==> src/rtl/cal_prescaler.sv <==
module cal_prescaler #(
  parameter int PRE_W  = 8,
  parameter int POST_W = 7,
  parameter int FT_W   = 5,
  parameter int MAG_W  = 5
) (
  input  logic       clk,
  input  logic       rst_n,
  input  logic       osc_en,
  input  logic       stop,
  input  logic       minute_strobe,
  input  logic       ctrl_we,
  input  logic [7:0] ctrl_wdata,
  output logic       sec_tick,
  output logic       out_pull_low
);
  localparam int LOW_W = PRE_W + 1;
  localparam int MIN_W = MAG_W + 1;
  localparam logic [LOW_W-1:0]  PRE_END    = LOW_W'((1 << PRE_W) - 1);
  localparam logic [LOW_W-1:0]  EXT_END    = LOW_W'((1 << PRE_W) + (1 << (PRE_W - 1)) - 1);
  localparam logic [POST_W-1:0] POST_END   = '1;
  localparam logic [POST_W-1:0] POST_SHORT = POST_END - 1'b1;

  logic [7:0]        ctrl_q;
  logic [LOW_W-1:0]  low_cnt;
  logic [POST_W-1:0] high_cnt;
  logic [MIN_W-1:0]  min_cnt;
  logic              armed;
  logic [FT_W-1:0]   ft_div;
  logic              ft_q;

  wire             lvl     = ctrl_q[7];
  wire             ft_mode = ctrl_q[6];
  wire             cal_pos = ctrl_q[5];
  wire [MAG_W-1:0] mag     = ctrl_q[MAG_W-1:0];
  wire             run     = osc_en & ~stop;

  wire corr_on = armed && (min_cnt < {mag, 1'b0});
  wire [LOW_W-1:0]  low_end  = (corr_on && !cal_pos && high_cnt == '0) ? EXT_END : PRE_END;
  wire [POST_W-1:0] high_end = (corr_on && cal_pos) ? POST_SHORT : POST_END;
  wire pre_wrap = low_cnt >= low_end;
  wire at_end   = pre_wrap && (high_cnt >= high_end);

  assign sec_tick     = run && at_end;
  assign out_pull_low = ft_mode ? ~ft_q : ~lvl;

  always_ff @(posedge clk or negedge rst_n) begin
    if (!rst_n) ctrl_q <= 8'h80;
    else if (ctrl_we) ctrl_q <= ctrl_wdata;
  end

  always_ff @(posedge clk or negedge rst_n) begin
    if (!rst_n) begin
      low_cnt  <= '0;
      high_cnt <= '0;
    end else if (run) begin
      if (pre_wrap) begin
        low_cnt  <= '0;
        high_cnt <= at_end ? '0 : high_cnt + 1'b1;
      end else begin
        low_cnt <= low_cnt + 1'b1;
      end
    end
  end

  always_ff @(posedge clk or negedge rst_n) begin
    if (!rst_n) begin
      min_cnt <= '0;
      armed   <= 1'b1;
    end else begin
      if (minute_strobe) min_cnt <= min_cnt + 1'b1;
      if (minute_strobe) armed <= 1'b1;
      else if (sec_tick) armed <= 1'b0;
    end
  end

  always_ff @(posedge clk or negedge rst_n) begin
    if (!rst_n) begin
      ft_div <= '0;
      ft_q   <= 1'b0;
    end else if (run) begin
      ft_div <= ft_div + 1'b1;
      if (ft_div == '1) ft_q <= ~ft_q;
    end
  end

  assert_hold_while_stopped_R9: assert property (@(posedge clk) disable iff (!rst_n)
    stop |=> $stable(low_cnt) && $stable(high_cnt) && $stable(ft_div));

  assert_tick_restarts_R2: assert property (@(posedge clk) disable iff (!rst_n)
    sec_tick |=> (low_cnt == '0) && (high_cnt == '0));

  assert_minute_step_R6: assert property (@(posedge clk) disable iff (!rst_n)
    minute_strobe |=> min_cnt == $past(min_cnt) + 1'b1);

  assert_ft_half_period_R7: assert property (@(posedge clk) disable iff (!rst_n)
    !$stable(ft_q) |-> $past(run) && ($past(ft_div) == '1));

  assert_short_second_R3: assert property (@(posedge clk) disable iff (!rst_n)
    (sec_tick && high_cnt != POST_END) |-> (cal_pos && mag != '0 && armed));

  assert_long_fine_period_R4: assert property (@(posedge clk) disable iff (!rst_n)
    (low_cnt > PRE_END) |-> (!cal_pos && mag != '0 && armed && high_cnt == '0));
endmodule

==> config.mk <==
export PLATFORM = sky130hd
export DESIGN_NAME = cal_prescaler
export DESIGN_NICKNAME = d
export VERILOG_FILES = /design/src/rtl/cal_prescaler.sv
export SDC_FILE = /design/constraint.sdc
export NUM_CORES = 1
export LEC_CHECK = 0
export BUFFER_PORTS_ARGS = -buffer_cell sky130_fd_sc_hd__buf_2
export CELL_PAD_IN_SITES_DETAIL_PLACEMENT = 1
export CELL_PAD_IN_SITES_GLOBAL_PLACEMENT = 1
export CORE_MARGIN = 2
export CORE_UTILIZATION = 30
export DETAILED_ROUTE_END_ITERATION = 12
export PLACE_DENSITY_LB_ADDON = 0.1
export SYNTH_ARGS = -nofsm -noshare
export SYNTH_HDL_FRONTEND = slang
export SYNTH_SLANG_ARGS = --single-unit
==> constraint.sdc <==
create_clock -name clk -period 8.3 [get_ports clk]
set_input_delay 0.415 -clock clk [delete_from_list [all_inputs] [get_ports clk]]
set_output_delay 0.415 -clock clk [all_outputs]
set_load 0.02 [all_outputs]
== Yosys cells after proc, flatten, opt, wreduce, memory -nomap -nowiden ==
Cells that the tools add are included.
Widths: inputs -> output; s select.

* Word-level logic and storage cells: 37
* Output and inout port bits: 2
* Bits of input ports: 14
* Memories: 0
* RAM bits: 0
* Latch bits: 0
* Bits in read-only memories: 0
* Register bits: 37

* Div/mod/pow operators: 0
* $add $sub $neg: 4
* Magnitude comparators: 3
* Bitwise gates (word level): 4
* Reductions and logical operators: 11
* Equality and inequality tests: 1
* Shift-type cells: 0
* Multiply operators: 0
* Muxes and demuxes: 7

{| class="wikitable"
|+ Operators by type and width
! operator !! count
|-
| $mux 9 || 2
|-
| $add 9x1->9 const B || 1
|-
| $ge 9x9->1 || 1
|-
| $add 7x1->7 const B || 1
|-
| $ge 7x7->1 || 1
|-
| $logic_not 7->1 || 1
|-
| $mux 7 || 1
|-
| $add 6x1->6 const B || 1
|-
| $logic_and 1x1->1 || 6
|-
| $lt 6x6->1 || 1
|-
| $add 5x1->5 const B || 1
|-
| $eq 5x5->1 const B || 1
|-
| $mux 1 || 4
|-
| $reduce_and 2->1 || 2
|-
| $not 1->1 || 3
|-
| $reduce_bool 2->1 || 1
|-
| $and 1x1->1 || 1
|-
| $logic_not 1->1 || 1
|}

== Longest topological paths before layout ==
Gate-level depths: netlist (run 1).

* Depth in word-level cells: 10
* Gate-level depth with buffers: 13
* Depth with buffers taken out: 12

== Worst setup path after synthesis (run 1) ==
OpenSTA, ideal clock, no wires.

* Path kind: reg2out
* Start: reg min_cnt[2]
* End: out sec_tick
* Buffers on the path: 0
* Setup slack: 5.537 ns
* Arrival: 2.348 ns
* Cell stages (with the launch flop): 10
* Data required time: 7.885 ns
* Path through: dfrtp_1 -> ha_1 -> a21o_1 -> a21o_1 -> a21oi_1 -> o211ai_1 -> ha_1 -> nor2b_1 -> nor3_1 -> and3_2

* Cells in the longest elaborated chain, start to end: 8
* Elaborated cells between the ends (all ways): 11
* Those cells by class: order compare (3); mux (2); reduce/logical (6)

{| class="wikitable"
|+ RTL lines
! element !! RTL line !! RTL
|-
| start: declaration || 27 || <nowiki>logic [MIN_W-1:0] min_cnt;</nowiki>
|-
| start signal: assignment || 71 || <nowiki>if (minute_strobe) min_cnt <= min_cnt + 1'b1;</nowiki>
|-
| $lt 6x6->1 * || 38 || <nowiki>wire corr_on = armed && (min_cnt < {mag, 1'b0});</nowiki>
|-
| $logic_and 1x1->1 * || 38 ||
|-
| $logic_and 1x1->1 (2 in a row) || 39 || <nowiki>wire [LOW_W-1:0] low_end = (corr_on && !cal_pos && high_cnt == '0) ? EXT_END : PRE_END;</nowiki>
|-
| $mux 9 || 39 ||
|-
| $ge 9x9->1 || 41 || <nowiki>wire pre_wrap = low_cnt >= low_end;</nowiki>
|-
| $logic_and 1x1->1 * || 42 || <nowiki>wire at_end = pre_wrap && (high_cnt >= high_end);</nowiki>
|-
| $logic_and 1x1->1 * || 44 || <nowiki>assign sec_tick = run && at_end;</nowiki>
|-
| end: declaration || 14 || <nowiki>output logic sec_tick,</nowiki>
|}

Mark *: on every way between the ends. The rest lies on a longest branch, timed or not.

== Final worst setup path (run 1) ==
Same ends and word-level chain as after synthesis.

==> results.yml, run 1 <==
die:
  start_util: 0.306
  die-area_um2: 7010
  die_width_um: 83.8
  die_h_um: 83.8
  core_um2: 6240
  boundaryPins: 16
  rows: 29
power_and_ir_drop:
  p_leak_nw: 1.01
  vdd_drop_max_v: 0.0000847
  powerDensity_nw_per_um2: 230
critical_path:
  critPathMaxFanout: 8
  cp.arrival_ns: 3.05
  endpoint_kind: "output port"
  cp.required_ns: 7.89
  worst_setup_path_start_kind: "register"
  ff2ff_setup_slack_ns: 5.26
  crit_type: "register to output port"
  rr_endpoint: "high_cnt[0]$_DFFE_PN0P_"
  endpoint: "sec_tick"
  r2r_start: "min_cnt[2]$_DFFE_PN0P_"
  worst_r2r_path_depth: 11
  cp-startpoint: "min_cnt[2]$_DFFE_PN0P_"
yosys:
  avgSynthCellArea_um2: 10.4
  ys_warn_count: 0
  syn-num-nets: 210
  synthAdderAreaFrac: 0.0852
  synth_ff_type: "dfrtp_1"
  synth_edf_count: 0
  synth_cell_types: 38
  synth.cell_area_um2: 1910
  yosysMostFrequentCell: "dfrtp_1"
  yosysTopAreaCell: "dfrtp_1"
  synth-seq-cells: 37
  synthSimpleGateAreaFrac: 0.168
  synth_top_family_by_area: "simple AND/OR/NAND/NOR gates"
  synth_compound_area_frac: 0.132
  synth_mux_area_frac: 0.0348
  synth-xor-area-share: 0.0597
  synthCells: 183
  synth_top_area_share: 0.459
  ys_seq_area_frac: 0.487
  synth_area_leaders: "dfrtp_1 (46%), ha_1 (8.5%), nand2_1 (5.1%), o21ai_0 (3.9%), xnor2_1 (3.7%)"
  synthTopCellsByCount: "dfrtp_1 (35), nand2_1 (26), o21ai_0 (15), ha_1 (13), inv_1 (9)"
  async_flop_share: 1.00
timing:
  period_needed_ns: 3.47
  final.setup.tns_ns: 0
  fmax_mhz: 288
  min_period_over_period: 0.418
  rsz0062_at_grt: "no"
  setup_violations: 0
  drv_slew: 0
  hold-worst-slack_ns: 0.251
  slew_headroom: 0.401
  finalHoldViolations: 0
  worst_slew_pin_slew_ns: 0.896
  finClkSkew_ns: 0.00692
clocking:
  cts_htree_levels: 2
  clock-sinks: 37
  root_buffer: "clkbuf_8"
  clk_path_buf_depth: 2
  cts_made_buffers: 5
  post_cts_buffers: 0
  clk_latency_ns: 0.28
  cts_tree: "built"
  holdBufCountCts: 0
  clk_pin_slew_ns: 0.07
  post_cts_resized: 0
routing:
  wl_per_cell_um: 14.4
  ant_nets: 0
  routed_wl_um: 3980
  first_iter_violations: 26
  drc: 0
  firstDrtPassIters: 4
  viasPerCell: 4.93
  vias: 1366
grt:
  grt.total_usage: 0.128
  antenna_found_initial: 0
  grt.overflow.total: 0
  grt_pass1_wl_um: 7290
  grt_max_degree: 38
  grt_pass1_vias: 1492
run_status:
  status: "finished clean"
layout:
  area_growth_pct: 11.4
  diodes: 0
  layout.nets: 227
  fill_cells: 733
  post-route-cell-area_um2: 2130
  layout-drive-gt1-share: 0.175
run:
  cap_violations: 0
min_path:
  worstHoldPathType: "input pin to async pin"
placement:
  port_buffers: 15
  place_hpwl_um: 2900
  placedInstanceArea_um2: 2050
  gp_congestion: 0.833
-- power breakdown --
group | internal (W) | total (W) | switching [W]
clock network | 0.0000571 | 0.000117 | 0.0000601
logic | 0.0000535 | 0.000107 | 0.0000535
registers | 0.000222 | 0.000266 | 0.0000434
-- cell type report --
cell class | count | area, µm² | area share
Inverter | 9 | 33.8 | 0.0159
Tap cell | 77 | 96.3 | 0.0453
Sequential cell | 37 | 928 | 0.437
Timing Repair Buffer | 15 | 75.1 | 0.0353
Clock inverter | 1 | 5.00 | 0.00235
Clock buffer | 6 | 72.6 | 0.0341
Multi-Input combinational cell | 132 | 915 | 0.430
-- worst min-delay path by stage --
stage	from	end	cells past startpoint
floorplan	rst_n	ctrl_q[0]$_DFFE_PN0P_	0
global placement	ft_div[3]$_DFFE_PN0P_	ft_div[3]$_DFFE_PN0P_	1
detailed placement	min_cnt[5]$_DFFE_PN0P_	min_cnt[5]$_DFFE_PN0P_	1
CTS	rst_n	min_cnt[5]$_DFFE_PN0P_	1
global route	rst_n	min_cnt[5]$_DFFE_PN0P_	1
finish	rst_n	min_cnt[5]$_DFFE_PN0P_	1
-- stage by stage --
step	util	total power [W]	std cells	setup WS, ns
finish	0.341	0.000490	277	4.83
global route	0.341	0.000535	277	4.65
CTS	0.341	0.000502	277	4.81
detailed placement	0.328	0.000379	270	5.13
global placement	0.328	0.000370	270	5.21
floorplan	-	0.000342	183	5.54
-- layer usage --
layer	up-vias	part of all wire	GRT usage
li1	673	-	-
met1	676	0.48	0.167
met2	13	0.49	0.209
met3	4	0.025	0.0257
met4	0	0.0083	0.0484
met5	-	0	0
-- sequential cells by signal, indices dropped and copies added, names as in the netlist --
name      cells
ctrl_q        8
min_cnt       6
ft_div        5
low_cnt       9
high_cnt      7
ft_q          1
armed         1
-- cells by family after synthesis --
family	after synthesis
simple gates	62
compound gates	38
flops	37
buf+inv	14
xor+xnor	13
fa+ha+maj	13
mux	6
-- cell usage in the layout (no fill, tap or decap), types with 2 or more instances in the layout --
cell | netlist | routed
dfrtp_1 | 35 | 35
nand2_1 | 26 | 26
o21ai_0 | 15 | 15
buf_2 | 1 | 15
ha_1 | 13 | 13
inv_1 | 9 | 9
nor2_1 | 8 | 8
nand4_1 | 8 | 8
xnor2_1 | 8 | 8
a21oi_1 | 5 | 5
nor3_1 | 5 | 5
mux2_2 | 5 | 5
xor2_1 | 5 | 5
clkbuf_8 | 0 | 5
a31oi_1 | 4 | 4
a21o_1 | 3 | 3
o31ai_1 | 3 | 3
and3_1 | 2 | 2
nand2b_1 | 2 | 2
nor2b_1 | 2 | 2
or3_2 | 2 | 2
o21ai_1 | 2 | 2
dfstp_2 | 2 | 2
-- critical path, stage by stage (launching register included) --
cell	delay, ns
dfrtp_1	0.42
ha_1	0.28
a21o_1	0.16
a21o_1	0.17
a21oi_1	0.24
o211ai_1	0.12
ha_1	0.29
nor2b_1	0.04
nor3_1	0.54
and3_2	0.34
buf_2	0.17
No activity file was read; power rests on OpenSTA's default activity.
==> inputs of run 2 (changes only) <==
==> constraint.sdc (replaced) <==
create_clock -name clk -period 3.1 [get_ports clk]
set_input_delay 0.155 -clock clk [delete_from_list [all_inputs] [get_ports clk]]
set_output_delay 0.155 -clock clk [all_outputs]
set_load 0.02 [all_outputs]
==> run 2 against run 1 <==
The flow now finishes with violations (hold timing). Combinational power rose to 3.1 times the previous value. Worst setup slack got worse by 4.7 ns. Critical path depth did not move. Clock skew rose by 0.0015 ns. Sequential share of layout area fell by 2.0 points. Power rose to 2.8 times the previous value. Die area did not move. Register-to-register slack got worse by 5.1 ns. Final cell count rose by 3.2%. Critical endpoint unchanged. Largest cell class is now multi-input combinational cells.
==> results.yml, run 2 (same netlist as run 1, synthesis figures left out) <==
run_status:
  status: "finished with violations"
  violations: "hold timing"
layout:
  multiInputGateArea_um2: 946
  final_common_cell: "dfrtp_1"
  layout_common_cells: "dfrtp_1 (35), nand2_1 (25), o21ai_0 (15)"
  fill_cells: 716
  layout.nets: 235
  post-route-cell-area_um2: 2230
  area_growth_pct: 16.8
  largest_register_ffs: 9
  top_register: "low_cnt"
  reg.largest.list: "low_cnt (9), ctrl_q (8), high_cnt (7)"
  layout-drive-gt1-share: 0.239
  diodes: 0
  seq_area_um2: 928
  utilization: 0.357
critical_path:
  cp-startpoint: "min_cnt[2]$_DFFE_PN0P_"
  worst_r2r_path_depth: 12
  crit_slowest_cell: "dfrtp_1"
  cpLargestDelayFamily: "compound AO/OA/AOI/OAI gates"
  ff2ff_setup_slack_ns: 0.14
  r2r_start: "min_cnt[2]$_DFFE_PN0P_"
  cp.arrival_ns: 2.83
  worst_setup_path_start_kind: "register"
  rr_endpoint: "high_cnt[6]$_DFFE_PN0P_"
  endpoint_kind: "output port"
  path_depth: 10
  crit_type: "register to output port"
  cp.required_ns: 2.94
  max_stage_delay_ns: 0.43
  worst-path-buf-inv: 1
  path_cells: "ha_1 > a21o_1 > a21o_1 > a21oi_2 > o2111ai_2 > ha_1 > nand2_2 > o41ai_4 > and3_4 > buf_6"
  critPathMaxFanout: 4
  endpoint: "sec_tick"
clocking:
  clock-sinks: 37
  clk_path_buf_depth: 2
  cts_htree_levels: 2
  cts_tree: "built"
  root_buffer: "clkbuf_8"
  cts_made_buffers: 5
  holdBufCountCts: 0
  clk_latency_ns: 0.29
  clk_pin_slew_ns: 0.08
die:
  die-area_um2: 7010
  die_width_um: 83.8
  boundaryPins: 16
  rows: 29
  core_um2: 6240
  start_util: 0.306
  die_h_um: 83.8
routing:
  routed_wl_um: 4140
  firstDrtPassIters: 3
  first_iter_violations: 61
  ant_nets: 0
  wl_per_cell_um: 14.5
  viasPerCell: 4.98
  vias: 1423
  drc: 0
timing:
  final.setup.tns_ns: 0
  drv_slew: 0
  min_period_over_period: 0.962
  setup_violations: 0
  fmax_mhz: 335
  slew_headroom: 0.414
  period_needed_ns: 2.98
  worst_slew_pin_slew_ns: 0.878
  hold-worst-slack_ns: -0.0231
  finClkSkew_ns: 0.00843
  finalHoldViolations: 25
run:
  cap_violations: 0
grt:
  grt.overflow.total: 0
  grt.total_usage: 0.126
  grt_max_degree: 38
  grt_pass1_wl_um: 7070
  grt_pass1_vias: 1464
  antenna_found_initial: 0
placement:
  port_buffers: 15
  placedInstanceArea_um2: 2070
  gp_congestion: 0.724
  place_hpwl_um: 3000
power_and_ir_drop:
  vdd_drop_max_v: 0.000368
  p_leak_nw: 1.03
  powerDensity_nw_per_um2: 614
min_path:
  worstHoldPathType: "input pin to async pin"
## run 2: cell type report
cell class,instances,share of cell area
inverter,9,0.0152
timing repair buffer,23,0.0634
multi-input combinational,132,0.424
clock inverter,2,0.00449
sequential,37,0.417
clock buffer,6,0.0326
tap,77,0.0432
## run 2: worst min-delay path by stage
stage | from | to | slack [ns] | cells after the start
after global placement | rst_n | high_cnt[3]$_DFFE_PN0P_ | 0.32 | 1
after global routing | rst_n | min_cnt[5]$_DFFE_PN0P_ | 0.04 | 1
final | rst_n | high_cnt[5]$_DFFE_PN0P_ | -0.02 | 1
after floorplan | rst_n | ctrl_q[0]$_DFFE_PN0P_ | -0.14 | 0
after CTS | rst_n | min_cnt[5]$_DFFE_PN0P_ | 0.007 | 1
after detailed placement | rst_n | high_cnt[3]$_DFFE_PN0P_ | 0.33 | 1
## run 2: where the power goes
group / switching [W] / internal (W) / leakage, nW
combinational: 0.000160 / 0.000170 / 0.527
sequential: 0.000117 / 0.000595 / 0.454
clock: 0.000171 / 0.000156 / 0.0450
## run 2: routing by layer
| metal | part of all wire | GRT usage | routed length (µm) |
|---|---|---|---|
| met1 | 0.45 | 0.151 | 1850 |
| met2 | 0.51 | 0.220 | 2130 |
| met3 | 0.023 | 0.0336 | 94 |
| met4 | 0.014 | 0.0440 | 60 |
| met5 | 0 | 0 | 0 |
## run 2: through the flow
stage	worst slack [ns]	total power, W	cells
finish	0.119	0.00137	286
global route	-0.0204	0.00148	286
CTS	0.0161	0.00136	281
detailed placement	0.196	0.00102	273
global placement	0.379	0.000995	273
floorplan	0.472	0.000916	183
## run 2: repair_timing
item / CTS / global route
setup endpoints to repair: 0 / 3
gates resized for setup: 0 / 9
setup buffers: 0 / 5
endpoints found under the hold margin: 0 / 0
==> inputs of run 3 (changes only) <==
--- a/config.mk
+++ b/config.mk
@@ -8,6 +8,7 @@
 export BUFFER_PORTS_ARGS = -buffer_cell sky130_fd_sc_hd__buf_2
 export CELL_PAD_IN_SITES_DETAIL_PLACEMENT = 1
 export CELL_PAD_IN_SITES_GLOBAL_PLACEMENT = 1
+export CORE_ASPECT_RATIO = 1.2
 export CORE_MARGIN = 2
 export CORE_UTILIZATION = 30
 export DETAILED_ROUTE_END_ITERATION = 12
==> run 3 against run 2 <==
The run now ends clean. Combinational power decreased by 3%. Core utilization increased by 0.81 points. Count of clock-buffer cells in the layout unchanged. First-iteration DRC count decreased by 33%. Design area decreased by 0.22%. Global-route usage decreased by 0.11 points. Register-to-register slack improved by 0.06 ns. Flip-flop and latch count unchanged. Critical path type unchanged. Critical endpoint unchanged. Largest power group unchanged. Highest routed layer unchanged.
==> results.yml, run 3 (same netlist as run 1, synthesis figures left out) <==
critical_path:
  crit_type: "register to output port"
  critPathMaxFanout: 4
  endpoint_kind: "output port"
  worst_setup_path_start_kind: "register"
  cp.arrival_ns: 2.77
  max_stage_delay_ns: 0.42
  path_cells: "ha_1 > a21o_1 > a21o_1 > a21oi_2 > o2111ai_1 > ha_1 > nand2_1 > o41ai_4 > and3_4 > buf_4"
  cp.required_ns: 2.94
  crit_slowest_cell: "dfrtp_1"
clocking:
  cts_made_buffers: 5
  clock-sinks: 37
  cts_tree: "built"
  clk_latency_ns: 0.29
  cts_htree_levels: 2
  root_buffer: "clkbuf_8"
  clk_pin_slew_ns: 0.07
  clk_path_buf_depth: 2
placement:
  gp_congestion: 0.721
  place_hpwl_um: 2920
  placedInstanceArea_um2: 2080
  port_buffers: 15
die:
  start_util: 0.313
  core_um2: 6090
  boundaryPins: 16
  die-area_um2: 7020
  die_width_um: 76.8
  rows: 31
  die_h_um: 91.4
routing:
  vias: 1404
  wl_per_cell_um: 13.5
  ant_nets: 0
  viasPerCell: 4.81
  routed_wl_um: 3930
  first_iter_violations: 41
  firstDrtPassIters: 4
  drc: 0
timing:
  period_needed_ns: 2.92
  rsz0062_at_grt: "no"
  finClkSkew_ns: 0.00747
  finalHoldViolations: 0
  setup_violations: 0
  slew_headroom: 0.447
  hold-worst-slack_ns: 0.0688
  min_period_over_period: 0.942
  fmax_mhz: 342
  final.setup.tns_ns: 0
  worst_slew_pin_slew_ns: 0.829
  drv_slew: 0
power_and_ir_drop:
  powerDensity_nw_per_um2: 611
  vdd_drop_max_v: 0.000242
  p_leak_nw: 1.03
layout:
  top_register: "low_cnt"
  area_growth_pct: 16.5
  final_common_cell: "dfrtp_1"
  fill_cells: 723
  diodes: 0
  layout.nets: 236
  reg.largest.list: "low_cnt (9), ctrl_q (8), high_cnt (7)"
  post-route-cell-area_um2: 2220
  layout_common_cells: "dfrtp_1 (35), nand2_1 (26), o21ai_0 (15)"
  largest_register_ffs: 9
  layout-drive-gt1-share: 0.219
grt:
  grt.total_usage: 0.125
  antenna_found_initial: 0
  grt.overflow.total: 0
  grt_pass1_wl_um: 6950
  grt_pass1_vias: 1500
  grt_max_degree: 38
min_path:
  worstHoldPathType: "input pin to register"
run:
  cap_violations: 0
run_status:
  status: "finished clean"
==> run 3: path summary, 6_finish.rpt <==
path | cells after the start | from | slack (ns) | to
setup / recovery | 10 | min_cnt[2]$_DFFE_PN0P_ | 0.18 | sec_tick
hold / removal | 3 | ctrl_wdata[2] | 0.07 | ctrl_q[2]$_DFFE_PN0P_
setup reg to reg | 12 | min_cnt[2]$_DFFE_PN0P_ | 0.20 | high_cnt[4]$_DFFE_PN0P_
hold reg to reg | 1 | ft_q$_DFFE_PN0P_ | 0.47 | ft_q$_DFFE_PN0P_
max in group asynchronous | 2 | rst_n | 2.06 | low_cnt[7]$_DFFE_PN0P_
min in group asynchronous | 2 | rst_n | 0.51 | high_cnt[5]$_DFFE_PN0P_
==> run 3: cell type report <==
cell class	instances	area, µm²	area share
multi-input combinational	132	928	0.418
clock buffer	6	72.6	0.0326
inverter	9	33.8	0.0152
clock inverter	2	10.0	0.00450
sequential	37	928	0.418
timing repair buffer	24	148	0.0664
tap	82	103	0.0461
==> run 3: stage by stage <==
step / cells / power, W / setup slack (ns) / utilization
3_5_place_dp: 278 / 0.00102 / 0.274 / 0.341
5_1_grt: 292 / 0.00148 / 0.00395 / 0.365
6_report: 292 / 0.00136 / 0.178 / 0.365
4_1_cts: 287 / 0.00136 / 0.0683 / 0.356
2_1_floorplan: 183 / 0.000916 / 0.472 / -
3_3_place_gp: 278 / 0.000995 / 0.372 / 0.341
==> run 3: power by group <==
part	switching, W	internal (W)	leakage, nW
combinational	0.000153	0.000168	0.529
sequential	0.000121	0.000595	0.454
clock	0.000165	0.000156	0.0450
==> run 3: metal layers <==
| metal | wire length [µm] | GRT usage | vias up |
|---|---|---|---|
| met3 | 96 | 0.0338 | 5 |
| met1 | 1710 | 0.151 | 692 |
| met4 | 64 | 0.0455 | 0 |
| met5 | 0 | 0 | - |
| met2 | 2060 | 0.213 | 12 |
| li1 | - | - | 695 |
==> run 3: timing repair <==
item                       4_1_cts  5_1_grt
hold endpoints to repair        35        0
resized for setup                0        4
hold buffers                     1        0
buffers inserted                 0        5
setup endpoints to repair        0        1
==> run 3: critical path: cells and delay by family (launching register included) <==
kind / cells / cell delay, ns
AND/OR/NAND/NOR: 2 / 0.33
flip-flops: 1 / 0.42
adder cells (fa/ha/maj): 2 / 0.60
AO/OA/AOI/OAI: 5 / 0.98
buffers and inverters: 1 / 0.13
